**src/rtl/ctw_pkg.sv**
```systemverilog
package ctw_pkg;
  localparam int unsigned IR_W = 2;

  typedef enum logic [IR_W-1:0] {
    MODE_NORMAL = 2'b00,
    MODE_EXTEST = 2'b01,
    MODE_INTEST = 2'b10,
    MODE_BYPASS = 2'b11
  } ctw_mode_e;
endpackage

```
**src/rtl/ctw_cell.sv**
```systemverilog
module ctw_cell (
  input  logic clk_i,
  input  logic rst_ni,
  input  logic shift_en_i,
  input  logic capture_en_i,
  input  logic update_en_i,
  input  logic si_i,
  input  logic cap_d_i,
  output logic sh_o,
  output logic upd_o
);
  logic sh_q, upd_q;

  always_ff @(posedge clk_i or negedge rst_ni) begin
    if (!rst_ni)           sh_q <= 1'b0;
    else if (shift_en_i)   sh_q <= si_i;
    else if (capture_en_i) sh_q <= cap_d_i;
  end

  always_ff @(posedge clk_i or negedge rst_ni) begin
    if (!rst_ni)          upd_q <= 1'b0;
    else if (update_en_i) upd_q <= sh_q;
  end

  assign sh_o  = sh_q;
  assign upd_o = upd_q;
endmodule

```
**src/rtl/ctw_instr_reg.sv**
```systemverilog
module ctw_instr_reg
  import ctw_pkg::*;
(
  input  logic      clk_i,
  input  logic      rst_ni,
  input  logic      shift_en_i,
  input  logic      update_en_i,
  input  logic      si_i,
  output logic      so_o,
  output ctw_mode_e mode_o
);
  logic [IR_W-1:0] sh_q;
  ctw_mode_e       mode_q;

  always_ff @(posedge clk_i or negedge rst_ni) begin
    if (!rst_ni)         sh_q <= '0;
    else if (shift_en_i) sh_q <= {si_i, sh_q[IR_W-1:1]};
  end

  always_ff @(posedge clk_i or negedge rst_ni) begin
    if (!rst_ni)          mode_q <= MODE_NORMAL;
    else if (update_en_i) mode_q <= ctw_mode_e'(sh_q);
  end

  assign so_o   = sh_q[0];
  assign mode_o = mode_q;
endmodule

```
**src/rtl/ctw_bypass.sv**
```systemverilog
module ctw_bypass (
  input  logic clk_i,
  input  logic rst_ni,
  input  logic shift_en_i,
  input  logic si_i,
  output logic so_o
);
  logic q;

  always_ff @(posedge clk_i or negedge rst_ni) begin
    if (!rst_ni)         q <= 1'b0;
    else if (shift_en_i) q <= si_i;
  end

  assign so_o = q;
endmodule

```
**src/rtl/core_test_wrapper.sv**
```systemverilog
module core_test_wrapper
  import ctw_pkg::*;
#(
  parameter int unsigned NUM_IN  = 8,
  parameter int unsigned NUM_OUT = 8
) (
  input  logic               clk_i,
  input  logic               rst_ni,
  input  logic [NUM_IN-1:0]  func_in_i,
  output logic [NUM_IN-1:0]  core_in_o,
  input  logic [NUM_OUT-1:0] core_out_i,
  output logic [NUM_OUT-1:0] func_out_o,
  input  logic               wsi_i,
  output logic               wso_o,
  input  logic               shift_i,
  input  logic               capture_i,
  input  logic               update_i,
  input  logic               instr_sel_i
);
  localparam int unsigned CHAIN_LEN = NUM_IN + NUM_OUT;

  ctw_mode_e mode;
  logic      ir_so, byp_so;
  logic      bnd_sel, byp_sel;
  logic      cell_shift, cell_upd, in_cap, out_cap;
  logic [CHAIN_LEN:0]   chain;
  logic [CHAIN_LEN-1:0] upd_val;

  assign bnd_sel    = !instr_sel_i && (mode != MODE_BYPASS);
  assign byp_sel    = !instr_sel_i && (mode == MODE_BYPASS);
  assign cell_shift = shift_i  && bnd_sel;
  assign cell_upd   = update_i && bnd_sel;
  // input cells stay put in INTEST, output cells in EXTEST
  assign in_cap     = capture_i && bnd_sel && (mode != MODE_INTEST);
  assign out_cap    = capture_i && bnd_sel && (mode != MODE_EXTEST);

  ctw_instr_reg u_ir (
    .clk_i       (clk_i),
    .rst_ni      (rst_ni),
    .shift_en_i  (shift_i && instr_sel_i),
    .update_en_i (update_i && instr_sel_i),
    .si_i        (wsi_i),
    .so_o        (ir_so),
    .mode_o      (mode)
  );

  ctw_bypass u_byp (
    .clk_i      (clk_i),
    .rst_ni     (rst_ni),
    .shift_en_i (shift_i && byp_sel),
    .si_i       (wsi_i),
    .so_o       (byp_so)
  );

  assign chain[0] = wsi_i;

  for (genvar i = 0; i < NUM_IN; i++) begin : g_in_cell
    ctw_cell u_cell (
      .clk_i        (clk_i),
      .rst_ni       (rst_ni),
      .shift_en_i   (cell_shift),
      .capture_en_i (in_cap),
      .update_en_i  (cell_upd),
      .si_i         (chain[i]),
      .cap_d_i      (func_in_i[i]),
      .sh_o         (chain[i+1]),
      .upd_o        (upd_val[i])
    );
  end

  for (genvar j = 0; j < NUM_OUT; j++) begin : g_out_cell
    ctw_cell u_cell (
      .clk_i        (clk_i),
      .rst_ni       (rst_ni),
      .shift_en_i   (cell_shift),
      .capture_en_i (out_cap),
      .update_en_i  (cell_upd),
      .si_i         (chain[NUM_IN+j]),
      .cap_d_i      (core_out_i[j]),
      .sh_o         (chain[NUM_IN+j+1]),
      .upd_o        (upd_val[NUM_IN+j])
    );
  end

  assign core_in_o  = (mode == MODE_INTEST) ? upd_val[NUM_IN-1:0] : func_in_i;
  assign func_out_o = (mode == MODE_EXTEST) ? upd_val[CHAIN_LEN-1:NUM_IN] : core_out_i;

  always_comb begin
    if (instr_sel_i)              wso_o = ir_so;
    else if (mode == MODE_BYPASS) wso_o = byp_so;
    else                          wso_o = chain[CHAIN_LEN];
  end

  a_r11_ctrl_excl: assert property (@(posedge clk_i) disable iff (!rst_ni)
    $onehot0({shift_i, capture_i, update_i}));

  a_r3_mode_hold: assert property (@(posedge clk_i) disable iff (!rst_ni)
    !(update_i && instr_sel_i) |=> $stable(mode));

  a_r9_intest_hold: assert property (@(posedge clk_i) disable iff (!rst_ni)
    (mode == MODE_INTEST && shift_i) |=> $stable(core_in_o));

  a_r9_extest_hold: assert property (@(posedge clk_i) disable iff (!rst_ni)
    (mode == MODE_EXTEST && shift_i) |=> $stable(func_out_o));

  a_r10_bypass_delay: assert property (@(posedge clk_i) disable iff (!rst_ni)
    (mode == MODE_BYPASS && shift_i && !instr_sel_i)
      |=> (instr_sel_i || wso_o == $past(wsi_i)));
endmodule

```
**config.mk**
```make
export PLATFORM = sky130hd
export DESIGN_NAME = core_test_wrapper
export DESIGN_NICKNAME = d
export VERILOG_FILES = /design/src/rtl/ctw_pkg.sv /design/src/rtl/ctw_cell.sv /design/src/rtl/ctw_instr_reg.sv /design/src/rtl/ctw_bypass.sv /design/src/rtl/core_test_wrapper.sv
export SDC_FILE = /design/constraint.sdc
export NUM_CORES = 1
export LEC_CHECK = 0
export BUFFER_PORTS_ARGS = -buffer_cell sky130_fd_sc_hd__buf_2
export CAP_MARGIN = 20
export CELL_PAD_IN_SITES_DETAIL_PLACEMENT = 1
export CELL_PAD_IN_SITES_GLOBAL_PLACEMENT = 1
export CORE_UTILIZATION = 45
export DETAILED_ROUTE_END_ITERATION = 16
export GPL_TIMING_DRIVEN = 0
export PLACE_DENSITY_LB_ADDON = 0.12
export SETUP_SLACK_MARGIN = 0.5
export SLEW_MARGIN = 0
export SYNTH_ARGS = -nofsm -noshare
export SYNTH_HDL_FRONTEND = slang
export SYNTH_SLANG_ARGS = --single-unit
```
**constraint.sdc**
```tcl
create_clock -name clk_i -period 4.05 [get_ports clk_i]
set_clock_uncertainty 0.1 [all_clocks]
set_input_delay 0.405 -clock clk_i [delete_from_list [all_inputs] [get_ports clk_i]]
set_output_delay 0.405 -clock clk_i [all_outputs]
set_load 0.02 [all_outputs]
```
Yosys cells after proc, flatten, opt, wreduce, memory -nomap -nowiden
Cells that the tools add are included. W data, S select, Z words.

Input port bits: 23. Output and inout port bits: 17. Register bits: 37. Logic and storage cells: 90.

Reduce and logical (&&, ||, !) cells: 13. Equal/unequal tests: 6. Mux-type cells: 36.

Operator list (count): $mux W1 (34); $mux W8 (2); $logic_and A1 B1 Y1 (10); $eq A2 B2 Y1 const B (2); $ne A2 B2 Y1 const B (2); $reduce_bool A2 Y1 (2); $eq A2 B1 Y1 const B (1); $ne A2 B1 Y1 const B (1); $logic_not A1 Y1 (1).

Logic depth before layout (Yosys ltp)
Gate-level depths: netlist of run 1.

Depth after elaboration: 6. Mapped depth: 5. Mapped depth without buffers: 4.

Modules after synthesis
A second synthesis of run 1 with hierarchy kept.

Cells, all modules: 140. Area total of the unflattened synthesis: 1825.5 um^2.

Modules (own cells, without submodules): ctw_cell (seq. area each 50.0 um^2, cells an instance 6, area each 83.8 um^2, times used 16); core_test_wrapper (seq. area each 0.0 um^2, cells an instance 34, area each 299.0 um^2, times used 1); ctw_instr_reg (seq. area each 100.1 um^2, cells an instance 8, area each 145.1 um^2, times used 1); ctw_bypass (seq. area each 25.0 um^2, cells an instance 2, area each 40.0 um^2, times used 1).

Worst setup path before layout of run 1
Ideal clock, no wire load.

Path kind: register -> output. Start point: register u_ir.mode_q[1], in the netlist u_ir.mode_o[1]. End point: output wso_o. Path buffers: 0. Path slack: 2361 ps. Arrival time: 1184 ps. Cell stages (with the launch flop): 4. Data required time: 3545 ps. Cells stage by stage: dfrtp_1 > nand2_1 > mux2i_1 > o21ai_0.

Longest elaborated chain between the ends: 3.

Ends and longest elaborated chain: from (decl) (line ctw_instr_reg.sv:13) `ctw_mode_e mode_q;`; from (signal assigned) (line ctw_instr_reg.sv:22) `else if (update_en_i) mode_q <= ctw_mode_e'(sh_q);`; $eq A2 B2 Y1 (line core_test_wrapper.sv:90) `else if (mode == MODE_BYPASS) wso_o = byp_so;`; $mux W1 (line core_test_wrapper.sv:90); $mux W1 (line core_test_wrapper.sv:89) `if (instr_sel_i) wso_o = ir_so;`; to (decl) (line core_test_wrapper.sv:14) `output logic wso_o,`.

No other way between the ends.

Worst setup path after layout of run 1
Start point: register u_ir.mode_q[1], in the netlist u_ir.mode_o[1]. End point: output func_out_o[3].

Longest elaborated chain between the ends: 2.

Ends and longest elaborated chain: $eq A2 B1 Y1 (line core_test_wrapper.sv:86) `assign func_out_o = (mode == MODE_EXTEST) ? upd_val[CHAIN_LEN-1:NUM_IN] : core_out_i;`; $mux W8 (line core_test_wrapper.sv:86); to (decl) (line core_test_wrapper.sv:12) `output logic [NUM_OUT-1:0] func_out_o,`.

No other way between the ends.

==> results.json, run 1 <==
{
  "setup.reg_to_reg.worst_slack_ns": 2.43,
  "asyncSetResetFlopFracSynth": 1.00,
  "cts-root-buf": "sky130_fd_sc_hd__clkbuf_8",
  "num_antenna_cells": 0,
  "syn_nets": 168,
  "global_route_wire_length_before_repair_mm": 6.76,
  "synth_area_per_cell_um2": 13.0,
  "synth_top_cells_by_count": "sky130_fd_sc_hd__dfrtp_1 (37), sky130_fd_sc_hd__mux2_2 (27), sky130_fd_sc_hd__mux2i_1 (17), sky130_fd_sc_hd__a21oi_1 (16), sky130_fd_sc_hd__nor2_1 (16)",
  "post_cts_hold_buffer_count": 0,
  "routed_wl_mm": 3.97,
  "regToRegStartpoint": "u_ir.mode_o[1]$_DFFE_PN0P_",
  "timing.rr.end": "g_out_cell[4].u_cell.sh_o$_DFFE_PN0P_",
  "worst_setup_path_start_kind": "flop",
  "port-buffer-count": 39,
  "synth_ff_type": "sky130_fd_sc_hd__dfrtp_1",
  "detailedRoute.firstIterationViolations": 67,
  "static_leakage_uw": 0.00107,
  "placed_cells": 234,
  "final.period_utilization": 0.547,
  "worstSkewPairLatency_ns": 0.29,
  "multiInputGateArea_um2": 890,
  "die_h_um": 66.6,
  "detailedRoute.firstPassIterationCount": 4,
  "wl_per_cell_um": 16.5,
  "netlist_area_pre_place_um2": 1880,
  "number_of_cts_inserted_buffers": 5,
  "end_kind": "output port",
  "min-delay-path-class": "primary input to async pin",
  "synth.ff_latch_count": 37,
  "crit_type": "flop to output port",
  "highest_fanout_seen_on_the_critical_path": 8,
  "hold_viol_final": 0,
  "yosys_warning_count": 0,
  "antenna_found_initial": 0,
  "detail_route.vias_per_cell": 5.26,
  "footprint_of_the_flip_flops_and_latches_um2": 926,
  "tritoncts": "built",
  "floorplan.initialDensity": 0.470,
  "grtUsageTotal": 0.212,
  "setup_repair_after_global_routing_missed_its_margin": "false",
  "post-synth-top-area-cell": "sky130_fd_sc_hd__dfrtp_1",
  "report.final.slew_viol_count": 0,
  "final_cell_count_no_fill": 240,
  "layout.nets": 214,
  "outcome": "complete, no violations",
  "synth_cell_type_count": 20,
  "synth_sequential_area_ratio": 0.493,
  "clkSinkCount": 37,
  "htreeDepth": 2,
  "antenna_left": 0,
  "most_area_consuming_cells_after_synthesis": "sky130_fd_sc_hd__dfrtp_1 (49%), sky130_fd_sc_hd__mux2_2 (16%), sky130_fd_sc_hd__mux2i_1 (9.1%), sky130_fd_sc_hd__mux2_4 (8.0%), sky130_fd_sc_hd__a21oi_1 (4.3%)",
  "grt_max_degree": 38,
  "cap_viol_max_count": 0,
  "max_clock_freq_mhz": 452,
  "grt_pass1_vias": 1418,
  "crit_arrival_ns": 1.71,
  "floorplan.die_area_um2": 4440,
  "layout-drive-gt1-share": 0.511,
  "routabilityCongestion": 0.778,
  "layout_min_cycle_time_ns": 2.21,
  "fp.dieW_um": 66.6,
  "cp.required_ns": 3.54,
  "yosysMostFrequentCell": "sky130_fd_sc_hd__dfrtp_1",
  "grt.overflow.total": 0,
  "num_rows": 23,
  "ir_drop_mv": 0.322,
  "vias": 1263,
  "drc": 0,
  "synth_enable_flop_cells": 0,
  "io-pin-count": 40,
  "core_area_um2": 4000,
  "tightestPinTransition_ns": 0.839,
  "layout_fillers": 442,
  "synth_top_cell_area_share": 0.493,
  "area_growth_synth_to_finish_pct": 17.6,
  "finalCoreUtilization": 0.553,
  "power_per_cell_area_nw_per_um2": 615,
  "setup_viol_count_final": 0,
  "cts.clk_slew.worst_paths_ns": 0.07,
  "max-clock-path-buffers": 2,
  "cts.repair_timing.setup_buffer_count": 0,
  "postCtsResizedCells": 0,
  "totalNegativeSetupSlack_ns": 0,
  "netlist_instances": 145,
  "slew-limit-headroom": 0.441,
  "cell_depth_of_the_worst_flop_to_flop_path": 5,
  "hpwl_mm": 2.91
}
kinds of logic after synthesis:
| group | synth area share |
|---|---|
| muxes | 0.332 |
| and+or+nand+nor | 0.0812 |
| AOI/OAI and AO/OA | 0.0599 |
| buffers and inverters | 0.0340 |
| DFF | 0.493 |
placed cells by master, fill, tap and decap left out, types with 2 or more instances in the layout:
cell and instances:
sky130_fd_sc_hd__a21oi_1 16, sky130_fd_sc_hd__dfrtp_1 37, sky130_fd_sc_hd__and2b_2 2, sky130_fd_sc_hd__mux2_4 10
sky130_fd_sc_hd__mux2i_1 17, sky130_fd_sc_hd__buf_6 3, sky130_fd_sc_hd__clkbuf_8 5, sky130_fd_sc_hd__nand2_1 4
sky130_fd_sc_hd__mux2_2 27, sky130_fd_sc_hd__buf_2 41, sky130_fd_sc_hd__a21oi_2 2, sky130_fd_sc_hd__nor2_1 16
power breakdown:
group | total (uW) | switching (uW) | internal [uW]
clock network | 232 | 119 | 113
logic | 507 | 236 | 271
registers | 621 | 103 | 518
sequential cells by signal (all words and copies together), names as in the netlist:
| register | flops |
|---|---|
| g_out_cell.u_cell.sh_o | 8 |
| g_out_cell.u_cell.upd_o | 8 |
| u_ir.mode_o | 2 |
| g_in_cell.u_cell.upd_o | 8 |
| u_byp.so_o | 1 |
| u_ir.sh_q | 2 |
| g_in_cell.u_cell.sh_o | 8 |
worst max-delay path by stage:
stage,from,endpoint,cells after the start,slack [ns]
after floorplan,u_ir.mode_o[1]$_DFFE_PN0P_,wso_o,3,2.36
after global placement,u_ir.mode_o[0]$_DFFE_PN0P_,core_in_o[7],4,2.16
after detailed placement,u_ir.mode_o[1]$_DFFE_PN0P_,func_out_o[7],4,2.13
after CTS,u_ir.mode_o[1]$_DFFE_PN0P_,func_out_o[3],4,1.82
after global routing,u_ir.mode_o[1]$_DFFE_PN0P_,func_out_o[6],4,1.76
final,u_ir.mode_o[1]$_DFFE_PN0P_,func_out_o[3],4,1.84
layout make-up:
class | count | share of cell area
plain buffers | 6 | 0.0289
well taps | 50 | 0.0283
clock inverters | 1 | 0.00226
multi-input cells | 102 | 0.402
flip-flops and latches | 37 | 0.419
clock buffers | 5 | 0.0311
repair buffers | 39 | 0.0883
per-layer routing:
metal  track usage  wire [um]
met2         0.357       2050
met4        0.0798         67
met3        0.0565        125
met5             0          0
met1         0.257       1730
worst max-delay path, cell delays in order, from the launching register on:
cell and delay (ns):
sky130_fd_sc_hd__dfrtp_1 0.44, sky130_fd_sc_hd__and2b_2 0.23, sky130_fd_sc_hd__buf_2 0.22, sky130_fd_sc_hd__mux2_2 0.37, sky130_fd_sc_hd__buf_2 0.16
stage by stage:
step                      instance area (um2)  total power [uW]  hold slack [ns]  setup slack, ns
after global placement                   2140              1110            0.383             2.16
final                                    2210              1360            0.113             1.84
after floorplan                          1880               985          0.00941             2.36
after CTS                                2210              1380            0.143             1.82
after global routing                     2210              1450            0.180             1.76
after detailed placement                 2140              1140            0.390             2.13
Note: power is estimated with default switching activity, not from simulation.
==> run 2: changes to the inputs <==
- ABC_AREA: unset -> 1
- CORE_UTILIZATION: 45 -> 36
- clock period: 4.05 -> 1.8 ns (I/O delays scaled with it)
==> run 2 against run 1 <==
Net effect:
- the flow now finishes with violations (negative hold slack)
- critical path type is now flop to flop
- worst hold slack worse by 0.21 ns
- global-route usage up 4.1 points
- via count up 75%
- core utilization up 0.17 points
==> results.json, run 2 <==
{
  "fp.dieW_um": 77.8,
  "io-pin-count": 40,
  "worst_setup_path_startpoint": "u_ir.mode_o[0]$_DFFE_PN0P_",
  "setup_repair_after_global_routing_missed_its_margin": "true",
  "critical_path_cell_by_cell": "nand2_4 -> buf_6 -> buf_12 -> nand3_4 -> buf_6 -> buf_6 -> nand2_2 -> nand2_1 -> nand2_1 -> nand2_1",
  "end_kind": "flop",
  "clkSinkCount": 37,
  "worstSkewPairLatency_ns": 0.30,
  "post-synth-top-area-cell": "sky130_fd_sc_hd__dfrtp_1",
  "most_area_consuming_cells_after_synthesis": "sky130_fd_sc_hd__dfrtp_1 (45%), sky130_fd_sc_hd__nand2_1 (25%), sky130_fd_sc_hd__nand3_1 (12%), sky130_fd_sc_hd__nand4_1 (4.8%), sky130_fd_sc_hd__buf_6 (2.7%)",
  "syn_nets": 300,
  "static_leakage_uw": 0.00157,
  "layout.nets": 365,
  "cp-endpoint": "g_out_cell[3].u_cell.sh_o$_DFFE_PN0P_",
  "drc": 0,
  "synth_top_cell_area_share": 0.448,
  "netlist_instances": 277,
  "area_growth_synth_to_finish_pct": 47.7,
  "cts-root-buf": "sky130_fd_sc_hd__clkbuf_8",
  "worst_setup_path_start_kind": "flop",
  "setup.reg_to_reg.worst_slack_ns": 0.16,
  "grt_max_degree": 38,
  "min-delay-path-class": "primary input to async pin",
  "grt_pass1_vias": 2197,
  "hpwl_mm": 4.75,
  "highest_fanout_seen_on_the_critical_path": 7,
  "cp.required_ns": 1.88,
  "tightestPinTransition_ns": 0.923,
  "asyncSetResetFlopFracSynth": 1.00,
  "ir_drop_mv": 0.440,
  "detailedRoute.firstIterationViolations": 102,
  "htreeDepth": 2,
  "worstSetupPathDepth": 10,
  "grt.overflow.total": 0,
  "synth.ff_latch_count": 37,
  "cell_depth_of_the_worst_flop_to_flop_path": 10,
  "max_clock_freq_mhz": 611,
  "synth_ff_type": "sky130_fd_sc_hd__dfrtp_1",
  "detail_route.vias_per_cell": 5.32,
  "core_area_um2": 5510,
  "synth_cell_type_count": 17,
  "report.final.slew_viol_count": 0,
  "floorplan.die_area_um2": 6050,
  "power_per_cell_area_nw_per_um2": 951,
  "num_antenna_cells": 0,
  "critical-path-top-delay-family": "simple AND/OR/NAND/NOR gates",
  "synth_sequential_area_ratio": 0.448,
  "antenna_found_initial": 0,
  "hold_viol_final": 37,
  "layout-drive-gt1-share": 0.401,
  "placement.setup.worst_slack_ns": 0.197,
  "cpMaxStageDelayCell": "sky130_fd_sc_hd__dfrtp_2",
  "post-route-worst-setup-slack_ns": 0.164,
  "antenna_left": 0,
  "synth_top_cells_by_count": "sky130_fd_sc_hd__nand2_1 (137), sky130_fd_sc_hd__nand3_1 (50), sky130_fd_sc_hd__dfrtp_1 (37), sky130_fd_sc_hd__nand4_1 (16), sky130_fd_sc_hd__buf_2 (9)",
  "worstPathBufferInverterCount": 4,
  "layout_min_cycle_time_ns": 1.64,
  "tritoncts": "built",
  "synth_enable_flop_cells": 0,
  "layout.cells.most_common": "sky130_fd_sc_hd__nand2_1",
  "timing.rr.end": "g_out_cell[3].u_cell.sh_o$_DFFE_PN0P_",
  "routed_wl_mm": 7.75,
  "global_route_wire_length_before_repair_mm": 11.5,
  "crit_arrival_ns": 1.72,
  "critical-path-max-stage-delay_ns": 0.47,
  "totalNegativeSetupSlack_ns": 0,
  "yosys_warning_count": 0,
  "wl_per_cell_um": 18.7,
  "routabilityCongestion": 0.770,
  "slew-limit-headroom": 0.385,
  "final.period_utilization": 0.909,
  "netlist_area_pre_place_um2": 2070,
  "num_rows": 27,
  "yosysMostFrequentCell": "sky130_fd_sc_hd__nand2_1",
  "setup_viol_count_final": 0,
  "detailedRoute.firstPassIterationCount": 4,
  "port-buffer-count": 37,
  "grtUsageTotal": 0.253,
  "most-common-layout-cells": "sky130_fd_sc_hd__nand2_1 (109), sky130_fd_sc_hd__dfrtp_1 (35), sky130_fd_sc_hd__nand3_1 (34)",
  "cap_viol_max_count": 0,
  "hold_ws_ns": -0.0968,
  "number_of_cts_inserted_buffers": 5,
  "cts.clk_slew.worst_paths_ns": 0.08,
  "synth_area_per_cell_um2": 7.46,
  "regToRegStartpoint": "u_ir.mode_o[0]$_DFFE_PN0P_",
  "vias": 2204,
  "violations": "negative hold slack",
  "max-clock-path-buffers": 2,
  "floorplan.initialDensity": 0.375,
  "crit_type": "flop to flop",
  "die_h_um": 77.8,
  "outcome": "finished with violations"
}
-- run 2: changes by cell type after synthesis, sizes merged, moves of 2 or more --
cell	delta
a21oi	-18
and2b	-2
buf	+9
inv	+7
mux2	-37
mux2i	-17
nand2	+137
nand2b	-2
nand3	+50
nand4	+18
nor2	-15
o21ai	+4
-- run 2: layer usage --
| metal | up-vias | wire (um) | global-route usage | share of wire |
|---|---|---|---|---|
| met5 | - | 0 | 0 | 0 |
| met4 | 0 | 87 | 0.0774 | 0.011 |
| met3 | 8 | 222 | 0.0271 | 0.029 |
| met2 | 35 | 3960 | 0.414 | 0.51 |
| met1 | 1118 | 3480 | 0.349 | 0.45 |
| li1 | 1043 | - | - | - |
-- run 2: timing repair --
action,4_1_cts,5_1_grt
endpoints found under the setup margin,49,49
gates resized for setup,46,66
pin swaps,6,24
hold endpoints to repair,37,37
cloned,2,1
buffers inserted,14,4
-- run 2: how the worst min path moves through the flow --
| stage | to | slack, ns | from | cells past startpoint |
|---|---|---|---|---|
| detailed placement | g_in_cell[0].u_cell.upd_o$_DFFE_PN0P_ | 0.24 | rst_ni | 1 |
| floorplan | g_in_cell[0].u_cell.sh_o$_DFFE_PN0P_ | -0.22 | rst_ni | 0 |
| CTS | g_in_cell[0].u_cell.upd_o$_DFFE_PN0P_ | -0.07 | rst_ni | 1 |
| finish | u_ir.mode_o[0]$_DFFE_PN0P_ | -0.1 | rst_ni | 1 |
| global placement | g_in_cell[1].u_cell.upd_o$_DFFE_PN0P_ | 0.24 | rst_ni | 1 |
| global route | g_in_cell[0].u_cell.upd_o$_DFFE_PN0P_ | -0.02 | rst_ni | 1 |
-- run 2: metrics by stage --
step | utilization | total power (uW) | instances | instance area (um2)
CTS | 0.504 | 2730 | 409 | 2780
global route | 0.554 | 3050 | 414 | 3050
detailed placement | 0.425 | 1960 | 386 | 2340
global placement | 0.425 | 1940 | 386 | 2340
floorplan | - | 1680 | 277 | 2070
finish | 0.554 | 2900 | 414 | 3050
-- run 2: kinds of logic after synthesis --
logic type             count (synthesis)  synth area share
buffers and inverters                 22            0.0636
AOI/OAI and AO/OA                      6            0.0157
and+or+nand+nor                      212             0.473
DFF                                   37             0.448
-- run 2: layout make-up --
class                           count  area (um2)
Timing Repair Buffer               58         500
Clock buffer                        7        86.3
Sequential cell                    37         928
Fill cell                         678        2450
Multi-Input combinational cell    218        1240
Buffer                             15         168
Inverter                            7        36.3
Tap cell                           72        90.1
-- run 2: worst reg2reg max path: stages (launching register included) --
cell	delay, ns
sky130_fd_sc_hd__dfrtp_2	0.47
sky130_fd_sc_hd__nand2_4	0.11
sky130_fd_sc_hd__buf_6	0.10
sky130_fd_sc_hd__buf_12	0.10
sky130_fd_sc_hd__nand3_4	0.14
sky130_fd_sc_hd__buf_6	0.18
sky130_fd_sc_hd__buf_6	0.10
sky130_fd_sc_hd__nand2_2	0.05
sky130_fd_sc_hd__nand2_1	0.05
sky130_fd_sc_hd__nand2_1	0.07
sky130_fd_sc_hd__nand2_1	0.06
-- run 2: power by group --
part           leakage [uW]  total (uW)  switching [uW]  internal (uW)
Sequential         0.000465        1210             182           1030
Clock             0.0000443         609             304            304
Combinational       0.00106        1080             625            458
==> run 3: changes to the inputs <==
- CORE_UTILIZATION: 36 -> 37
- CTS_BUF_LIST: unset -> sky130_fd_sc_hd__clkbuf_4
==> run 3 against run 2 <==
Net effect:
- final cell count up 0.48%
- combinational power down 7%
- register-to-register slack about the same
- die area down 2.6%
- first-iteration DRC count up 39%
- cell area down 5.4%
- largest cell class unchanged
- maximum frequency down 5.1%
- sequential share of layout area up 1.7 points
- critical endpoint is now wso_o
- worst hold slack better by 0.14 ns
- the flow now finishes without violations
==> results.json, run 3 (synthesized netlist as in run 2, its figures left out) <==
{
  "hold_viol_final": 0,
  "vias": 2189,
  "tightestPinTransition_ns": 0.866,
  "detailedRoute.firstIterationViolations": 142,
  "crit_type": "flop to output port",
  "end_kind": "output port",
  "setup_viol_count_final": 0,
  "report.final.slew_viol_count": 0,
  "clkSinkCount": 37,
  "hold_ws_ns": 0.0447,
  "tritoncts": "built",
  "antenna_left": 0,
  "layout.nets": 368,
  "die_h_um": 76.7,
  "antenna_found_initial": 0,
  "max_clock_freq_mhz": 580,
  "routabilityCongestion": 0.795,
  "most-common-layout-cells": "sky130_fd_sc_hd__nand2_1 (131), sky130_fd_sc_hd__nand3_1 (47), sky130_fd_sc_hd__dfrtp_1 (35)",
  "cts-root-buf": "sky130_fd_sc_hd__clkbuf_4",
  "totalNegativeSetupSlack_ns": 0,
  "ir_drop_mv": 0.679,
  "htreeDepth": 2,
  "fp.dieW_um": 76.7,
  "global_route_wire_length_before_repair_mm": 11.6,
  "wl_per_cell_um": 17.8,
  "finalCoreUtilization": 0.552,
  "hpwl_mm": 4.69,
  "num_rows": 26,
  "cts.clk_slew.worst_paths_ns": 0.14,
  "detailed_place.area_um2": 2340,
  "final_cell_area_um2": 2890,
  "slew-limit-headroom": 0.422,
  "area_growth_synth_to_finish_pct": 39.8,
  "drc": 0,
  "max-clock-path-buffers": 2,
  "num_antenna_cells": 0,
  "grt_max_degree": 38,
  "power_per_cell_area_nw_per_um2": 1020,
  "setup_repair_after_global_routing_missed_its_margin": "true",
  "port-buffer-count": 37,
  "grt_pass1_vias": 2243,
  "worstSkewPairLatency_ns": 0.37,
  "cp.required_ns": 1.52,
  "number_of_cts_inserted_buffers": 5,
  "grtUsageTotal": 0.256,
  "layout_min_cycle_time_ns": 1.72,
  "final.period_utilization": 0.957,
  "detailedRoute.firstPassIterationCount": 4,
  "layout_fillers": 658,
  "min-delay-path-class": "primary input to flop",
  "io-pin-count": 40,
  "cap_viol_max_count": 0,
  "floorplan.initialDensity": 0.395,
  "layout.cells.most_common": "sky130_fd_sc_hd__nand2_1",
  "core_area_um2": 5240,
  "worst_setup_path_start_kind": "flop",
  "floorplan.die_area_um2": 5890,
  "detail_route.vias_per_cell": 5.26,
  "grt.overflow.total": 0,
  "routed_wl_mm": 7.39,
  "crit_arrival_ns": 1.44,
  "outcome": "complete, no violations",
  "highest_fanout_seen_on_the_critical_path": 4,
  "static_leakage_uw": 0.00156,
  "layout-drive-gt1-share": 0.303
}
-- run 3: cell type report --
type / instances / area, um2 / area share
flip-flops and latches: 37 / 928 / 0.321
multi-input cells: 219 / 1100 / 0.380
repair buffers: 60 / 488 / 0.169
well taps: 70 / 87.6 / 0.0303
inverters: 7 / 33.8 / 0.0117
plain buffers: 15 / 150 / 0.0520
clock inverters: 3 / 65.1 / 0.0225
clock buffers: 5 / 37.5 / 0.0130
-- run 3: routing by layer --
layer  vias to the layer above  wire length (um)  global-route usage  part of all wire
li1                       1053                 -                   -                 -
met1                      1083              3450               0.356              0.47
met2                        47              3650               0.407              0.49
met3                         6               221              0.0452             0.030
met4                         0                68              0.0673            0.0092
met5                         -                 0                   0                 0
-- run 3: timing repair --
item                                   4_1_cts  5_1_grt
setup endpoints to repair                   49       49
setup buffers                                9        8
gates cloned                                 2        3
pin swaps                                    4        8
endpoints found under the hold margin       39        0
hold buffers                                 2        0
resized for setup                           32       25
-- run 3: final timing paths --
check	slack, ns	start	cells after the start	endpoint
worst max-delay path	0.08	u_ir.mode_o[0]$_DFFE_PN0P_	6	wso_o
worst min-delay path	0.04	func_in_i[3]	5	g_in_cell[3].u_cell.sh_o$_DFFE_PN0P_
worst max register to register	0.15	u_ir.mode_o[0]$_DFFE_PN0P_	9	g_out_cell[7].u_cell.sh_o$_DFFE_PN0P_
worst min register to register	0.39	g_in_cell[2].u_cell.upd_o$_DFFE_PN0P_	2	g_in_cell[2].u_cell.upd_o$_DFFE_PN0P_
max in group asynchronous	0.68	rst_ni	2	u_ir.mode_o[0]$_DFFE_PN0P_
min in group asynchronous	0.34	rst_ni	2	g_in_cell[0].u_cell.upd_o$_DFFE_PN0P_
-- run 3: power breakdown --
part	internal [uW]	leakage (uW)	switching, uW
registers	1030	0.000465	178
logic	423	0.00104	578
clock network	430	0.0000552	310
-- run 3: stage by stage --
step | setup slack, ns | total power (uW) | instances
final | 0.0765 | 2950 | 416
after global routing | 0.0104 | 3110 | 416
after CTS | 0.0667 | 2830 | 405
after detailed placement | 0.286 | 1960 | 384
after global placement | 0.290 | 1940 | 384
after floorplan | 0.509 | 1680 | 277
-- run 3: critical path: stages, from the launching register on --
cell                       delay [ns]
sky130_fd_sc_hd__dfrtp_2         0.49
sky130_fd_sc_hd__nand2_4         0.10
sky130_fd_sc_hd__inv_4           0.05
sky130_fd_sc_hd__nor2_4          0.08
sky130_fd_sc_hd__nand2_1         0.06
sky130_fd_sc_hd__o211ai_1        0.11
sky130_fd_sc_hd__buf_4           0.18
